[src/rtl/infet_guard_pkg.sv]
// Shared types for the input pass-FET supervisor.
// Assumes: flag vector bit positions are fixed by the localparams below.
package infet_guard_pkg;

    typedef enum logic [1:0] {
        ST_OFF  = 2'd0,   // never armed since reset
        ST_ON   = 2'd1,   // FET conducting
        ST_SLOW = 2'd2,   // turned off at slow rate, adapter still present
        ST_FAST = 2'd3    // tripped on reverse difference
    } fet_state_t;

    localparam int FLAG_W = 4;
    localparam int F_ARM  = 0;
    localparam int F_LOW  = 1;
    localparam int F_REV  = 2;
    localparam int F_SHDN = 3;

endpackage

[src/rtl/ig_sync.sv]
// Multi-bit flop chain that brings asynchronous, independent flags into
// the clock domain. Assumes each bit is a level that is stable for longer
// than STAGES clocks, so the bits need no mutual coherence.
module ig_sync #(
    parameter int W      = 4,
    parameter int STAGES = 2
) (
    input  logic         clk,
    input  logic         rst_n,
    input  logic [W-1:0] d,
    output logic [W-1:0] q
);

    logic [STAGES-1:0][W-1:0] pipe;

    // Shift the raw flags through the synchronizer chain.
    always_ff @(posedge clk) begin
        if (!rst_n) begin
            pipe <= '0;
        end else begin
            pipe[0] <= d;
            for (int s = 1; s < STAGES; s++) begin
                pipe[s] <= pipe[s-1];
            end
        end
    end

    assign q = pipe[STAGES-1];

endmodule

[src/rtl/ig_fsm.sv]
// State register for the pass-FET supervisor. It moves to the fast state on
// a reverse flag from any state, leaves conduction for the slow state on a
// low flag, and arms only on an arming flag that is not contradicted.
// Assumes: inputs are already synchronized.
module ig_fsm
    import infet_guard_pkg::*;
(
    input  logic       clk,
    input  logic       rst_n,
    input  logic       arm_s,
    input  logic       low_s,
    input  logic       rev_s,
    output fet_state_t state
);

    fet_state_t nxt;

    // Next-state selection with priority reverse > low > arm.
    always_comb begin
        nxt = state;
        if (rev_s) begin
            nxt = ST_FAST;
        end else if (state == ST_ON) begin
            if (low_s) nxt = ST_SLOW;
        end else if (arm_s && !low_s) begin
            nxt = ST_ON;
        end
    end

    // State register with synchronous reset to off.
    always_ff @(posedge clk) begin
        if (!rst_n) state <= ST_OFF;
        else        state <= nxt;
    end

endmodule

[src/rtl/ig_drive.sv]
// Output decode. The reverse flag overrides the registered state
// combinationally, so the gate drops without waiting for a state edge.
// Assumes: rev_s and shdn_s come from the synchronizer.
module ig_drive
    import infet_guard_pkg::*;
(
    input  fet_state_t state,
    input  logic       rev_s,
    input  logic       shdn_s,
    output logic       gate_on,
    output logic       fast_off,
    output logic       adp_ok,
    output logic       chg_en
);

    // Map state and override flags onto the four outputs.
    always_comb begin
        gate_on  = (state == ST_ON) && !rev_s;
        fast_off = (state == ST_FAST) || rev_s;
        adp_ok   = ((state == ST_ON) || (state == ST_SLOW)) && !rev_s;
        chg_en   = gate_on && !shdn_s;
    end

endmodule

[src/rtl/infet_guard.sv]
// Top of the input pass-FET supervisor: synchronizer, state register and
// output decode. Assumes the comparator flags are levels from the analog
// front end and that the gate driver interprets fast_off_o as the rate.
module infet_guard
    import infet_guard_pkg::*;
#(
    parameter int SYNC_STAGES = 2
) (
    input  logic clk,
    input  logic rst_n,
    input  logic dif_arm_i,
    input  logic dif_low_i,
    input  logic dif_rev_i,
    input  logic shdn_i,
    output logic gate_on_o,
    output logic fast_off_o,
    output logic adp_ok_o,
    output logic chg_en_o
);

    logic [FLAG_W-1:0] raw_flags;
    logic [FLAG_W-1:0] syn_flags;
    logic              arm_s;
    logic              low_s;
    logic              rev_s;
    logic              shdn_s;
    fet_state_t        state;

    // Pack the asynchronous flags into one vector.
    always_comb begin
        raw_flags         = '0;
        raw_flags[F_ARM]  = dif_arm_i;
        raw_flags[F_LOW]  = dif_low_i;
        raw_flags[F_REV]  = dif_rev_i;
        raw_flags[F_SHDN] = shdn_i;
    end

    ig_sync #(.W(FLAG_W), .STAGES(SYNC_STAGES)) u_sync (
        .clk   (clk),
        .rst_n (rst_n),
        .d     (raw_flags),
        .q     (syn_flags)
    );

    assign arm_s  = syn_flags[F_ARM];
    assign low_s  = syn_flags[F_LOW];
    assign rev_s  = syn_flags[F_REV];
    assign shdn_s = syn_flags[F_SHDN];

    ig_fsm u_fsm (
        .clk   (clk),
        .rst_n (rst_n),
        .arm_s (arm_s),
        .low_s (low_s),
        .rev_s (rev_s),
        .state (state)
    );

    ig_drive u_drive (
        .state    (state),
        .rev_s    (rev_s),
        .shdn_s   (shdn_s),
        .gate_on  (gate_on_o),
        .fast_off (fast_off_o),
        .adp_ok   (adp_ok_o),
        .chg_en   (chg_en_o)
    );

endmodule

[config.mk]
export PLATFORM = sky130hd
export DESIGN_NAME = infet_guard
export DESIGN_NICKNAME = d
export VERILOG_FILES = /design/src/rtl/infet_guard_pkg.sv /design/src/rtl/ig_sync.sv /design/src/rtl/ig_fsm.sv /design/src/rtl/ig_drive.sv /design/src/rtl/infet_guard.sv
export SDC_FILE = /design/constraint.sdc
export NUM_CORES = 1
export LEC_CHECK = 0
export BUFFER_PORTS_ARGS = -buffer_cell sky130_fd_sc_hd__clkbuf_2
export CAP_MARGIN = 15
export CORE_AREA = 2 2 39 41
export CTS_BUF_LIST = sky130_fd_sc_hd__clkbuf_4
export DETAILED_ROUTE_END_ITERATION = 8
export DIE_AREA = 0 0 41 43
export SLEW_MARGIN = 20
export SYNTH_ARGS = -nofsm -noshare
export SYNTH_HDL_FRONTEND = slang
export SYNTH_HIERARCHICAL = 1
export SYNTH_SLANG_ARGS = --single-unit
[constraint.sdc]
create_clock -name clk -period 1.93 [get_ports clk]
set_input_delay 0.2895 -clock clk [delete_from_list [all_inputs] [get_ports clk]]
set_output_delay 0.2895 -clock clk [all_outputs]
set_load 0.02 [all_outputs]
==> impl.org <==
** Setup path
- Critical Path RT :: 1640 ps
- R2r startpoint :: u_sync/q[2]$_SDFF_PN0_
- Setup slack on the worst reg-to-reg path comes out at 970 ps.
- Critical Path End Type :: output port
- Critical path depth in cells :: 4
- The critical path contains buffers and inverters numbering 2 combined.
- On the critical path, the stage with the largest delay is an instance of dfxtp_1.
- In this run the critical register-to-register path is captured at u_fsm/state[0]$_SDFFE_PN0P_.
- On the worst path, the slowest cell contributes a delay of 360 ps.
- Critical path cell sequence :: inv_1 -> ha_1 -> nor2_1 -> clkbuf_2
- In this run the worst setup path begins at u_fsm/state[1]$_SDFFE_PN0P_.
- Capture point of the worst path :: adp_ok_o
- Setup Crit Path Kind :: reg -> out
- In this design, the largest share of critical-path delay is due to flip-flops.
- Worst R2R Path Depth :: 2
- Along the worst path, the maximum fanout reaches 4.
- Data arrives at the worst endpoint at 1190 ps.
- The worst setup path is launched from a register.

** Route
- Total routed wire length on the met1 layer :: 213 um
- Uppermost signal routing layer after detailed routing :: met3
- The detailed router placed 251 vias in this run.
- After detailed routing, the number of remaining DRC violations is 0.
- Routed Wire Length :: 449 um
- Antenna Violating Nets Remaining :: 0
- Pre-antenna DRT Iters :: 4
- After detailed routing, the average wire length per cell comes to 7.483 um.
- In the detailed route, the total length drawn on met3 is 57 um.
- 1st-iter DRT viols :: 8
- Routed wl met2 :: 178 um
- Dividing the detail-routed via count by the number of cells gives 4.183.

** Placement
- The congestion estimate from routability-driven global placement came to 0.6223.
- Placed Area :: 412.9 um^2
- Port-buffer cells :: 9
- Half-perimeter wire length of the detailed placement result :: 307.2 um
- Inst Count DP :: 57

** Global route
- The number of antenna violations at the first check in global routing came to 0.
- The number of global-route vias before repair is 215.
- After global routing the overflow that remains totals 0.
- Entering global routing, the biggest net connects 12 pins.
- Overall global routing resource usage :: 7.467%
- The first global-routing pass estimated 807 um of wire.

** STA
- The count of final max-slew check failures came to 0.
- After routing, the total negative slack on setup checks comes to 0 ps.
- Final period utilization :: 76.67%
- The final hold violation count is 0.
- Across the routed clock network, the largest skew measured is 2.548 ps.
- Timing would allow up to 675.8 MHz.
- Actual slew at the worst max-slew pin :: 206.9 ps
- Setup repair after global routing left no endpoint under its margin.
- Setup violations remaining at the end of the flow were counted as 0.
- Minimum clock period :: 1480 ps
- Normalized max-slew margin :: 86.19%
- Worst slack on hold paths :: 231.9 ps

** Clock tree
- For this design, the sink count on the clock tree is 10.
- Counting along the longest clock path gives a buffer depth of 2.
- TritonCTS built the clock tree.
- Buffers inserted by post-CTS timing repair :: 0
- Clock-pin slew reported for the worst setup and hold paths after clock tree synthesis :: 60 ps
- Total number of H-tree levels :: 1
- Clock latency on the worst-skew pair, taken at its later pin, is 250 ps.
- # resized after CTS :: 0
- Number of buffers created by CTS :: 3
- Root buf cell :: clkbuf_4
- Hold buffer count at cts :: 0

** Finish
- Diode count :: 0
- The area growth from synthesis to layout is 15.23%.
- In the final layout, the multi-input gates occupy 140.1 um^2.
- Layout cell share with drive strength beyond 1 :: 27.27%
- Summed area of non-filler cells in the final layout :: 435.4 um^2
- After the last flow step, the layout net total stands at 54.
- Reg area :: 200.2 um^2
- Non-filler cells, final :: 60
- The layout has 138 filler cells.

** Power and ir drop
- Worst IR Drop VDD :: 0.0003740 V
- The share of total power dissipated in combinational logic is 10.0%.
- Power dissipated by switching net loads :: 86.03 uW
- The design draws 393.5 uW.
- Clock network fraction of total power :: 33.3%
- Sw Ratio :: 21.86%
- For this design the ratio of total power to cell area is 903.7 nW/um^2.
- In this run, flip-flops and latches consume 56.7% of the power.
- The internal portion of the total power is 307.5 uW.
- Leakage :: 0.2098 nW

** Floorplanning
- I/O pin count :: 10
- For this configuration, the core starts out at a cell density of 27.31%.
- Die footprint :: 1763 um^2
- Core outline area :: 1384 um^2
- Die outline height :: 43 um
- The floorplan has 14 rows.
- The floorplan step set the die width to 41 um.

** Logic synthesis
- Total number of yosys warnings :: 6
- Count of different cell masters after synthesis :: 14
- The average instance in the mapped netlist occupies 10.50 um^2.
- Part of the Yosys area used for sequential elements :: 52.98%
- In this run, synthesis produced a sequential element count of 10.
- Synthesis handed over a netlist of 36 instances.
- Synthesized net count :: 44
- Cell area after synthesis :: 377.9 um^2

** Min path
- The min-delay analysis places its worst path in the category in -> reg.

** Run
- Max-capacitance violation count :: 0

** Status
- Outcome :: completed
power by group through the flow:
stage | combinational, mW | sequential, mW | clock [mW]
finish | 0.0392 | 0.223 | 0.131
global route | 0.0453 | 0.225 | 0.149
CTS | 0.0397 | 0.223 | 0.141
detailed placement | 0.0394 | 0.228 | 0
global placement | 0.0389 | 0.227 | 0
floorplan | 0.0306 | 0.225 | 0
worst reg2reg max path, stage by stage, from the launching register on:
cell     delay, ps
dfxtp_1        360
or3b_1         370
o311a_1        130
kinds of logic (layout without fill, tap and decap cells):
group / Yosys count / after routing / share of synthesized area, %
adders and majority gates: 2 / 2 / 6.621
AOI/OAI and AO/OA: 3 / 3 / 5.960
DFF: 10 / 10 / 52.98
buffers and inverters: 6 / 14 / 9.935
and+or+nand+nor: 15 / 15 / 24.50
through the flow:
step	setup slack, ps	util, %
6_report	450.3	31.46
5_1_grt	343.8	31.46
4_1_cts	427.0	31.46
3_5_place_dp	723.7	29.84
3_3_place_gp	739.5	29.84
2_1_floorplan	604.5	-
sequential cells by signal (all words and copies together), names as in the netlist:
| signal | cells |
|---|---|
| u_sync/q | 4 |
| u_sync/pipe | 4 |
| u_fsm/state | 2 |
routing by layer:
metal	global-route usage (%)	vias up
met3	7.853	0
met4	4.000	0
met1	7.516	98
met5	0	-
li1	-	134
met2	9.375	19
cell type report:
cell class | instances | area share (%)
multi-input combinational | 20 | 32.18
timing repair buffer | 9 | 10.34
sequential | 10 | 45.98
tap | 16 | 4.598
inverter | 2 | 1.724
clock buffer | 3 | 5.172
layout by cell type, fill, tap and decap left out, types with 2 or more instances in the layout:
master | netlist | layout
clkbuf_4 | 0 | 3
ha_1 | 2 | 2
inv_1 | 2 | 2
nor2b_1 | 2 | 2
clkbuf_2 | 0 | 9
dfxtp_1 | 10 | 10
and2_1 | 8 | 8
cell usage after synthesis:
cell	count	area (um^2)
buf_4	4	30.03
nor3b_1	1	7.510
or3b_1	1	8.760
and2_1	8	50.05
inv_1	2	7.510
nor2_1	1	3.750
dfxtp_1	10	200.2
or2_1	1	6.260
ha_1	2	25.02
a21oi_1	1	5.000
o31ai_1	1	7.510
nand2_1	1	3.750
o311a_1	1	10.01
nor2b_1	2	12.51
how the worst min path moves through the flow:
stage / startpoint / cells past startpoint / end / slack, ps
final: dif_rev_i / 2 / u_sync/pipe[2]$_SDFF_PN0_ / 230
after global routing: shdn_i / 2 / u_sync/pipe[3]$_SDFF_PN0_ / 230
after CTS: dif_rev_i / 2 / u_sync/pipe[2]$_SDFF_PN0_ / 220
after detailed placement: u_sync/pipe[3]$_SDFF_PN0_ / 1 / u_sync/q[3]$_SDFF_PN0_ / 420
after global placement: u_sync/pipe[2]$_SDFF_PN0_ / 1 / u_sync/q[2]$_SDFF_PN0_ / 410
after floorplan: rst_n / 2 / u_fsm/state[1]$_SDFFE_PN0P_ / 400
(Power assumes the default switching activity.)
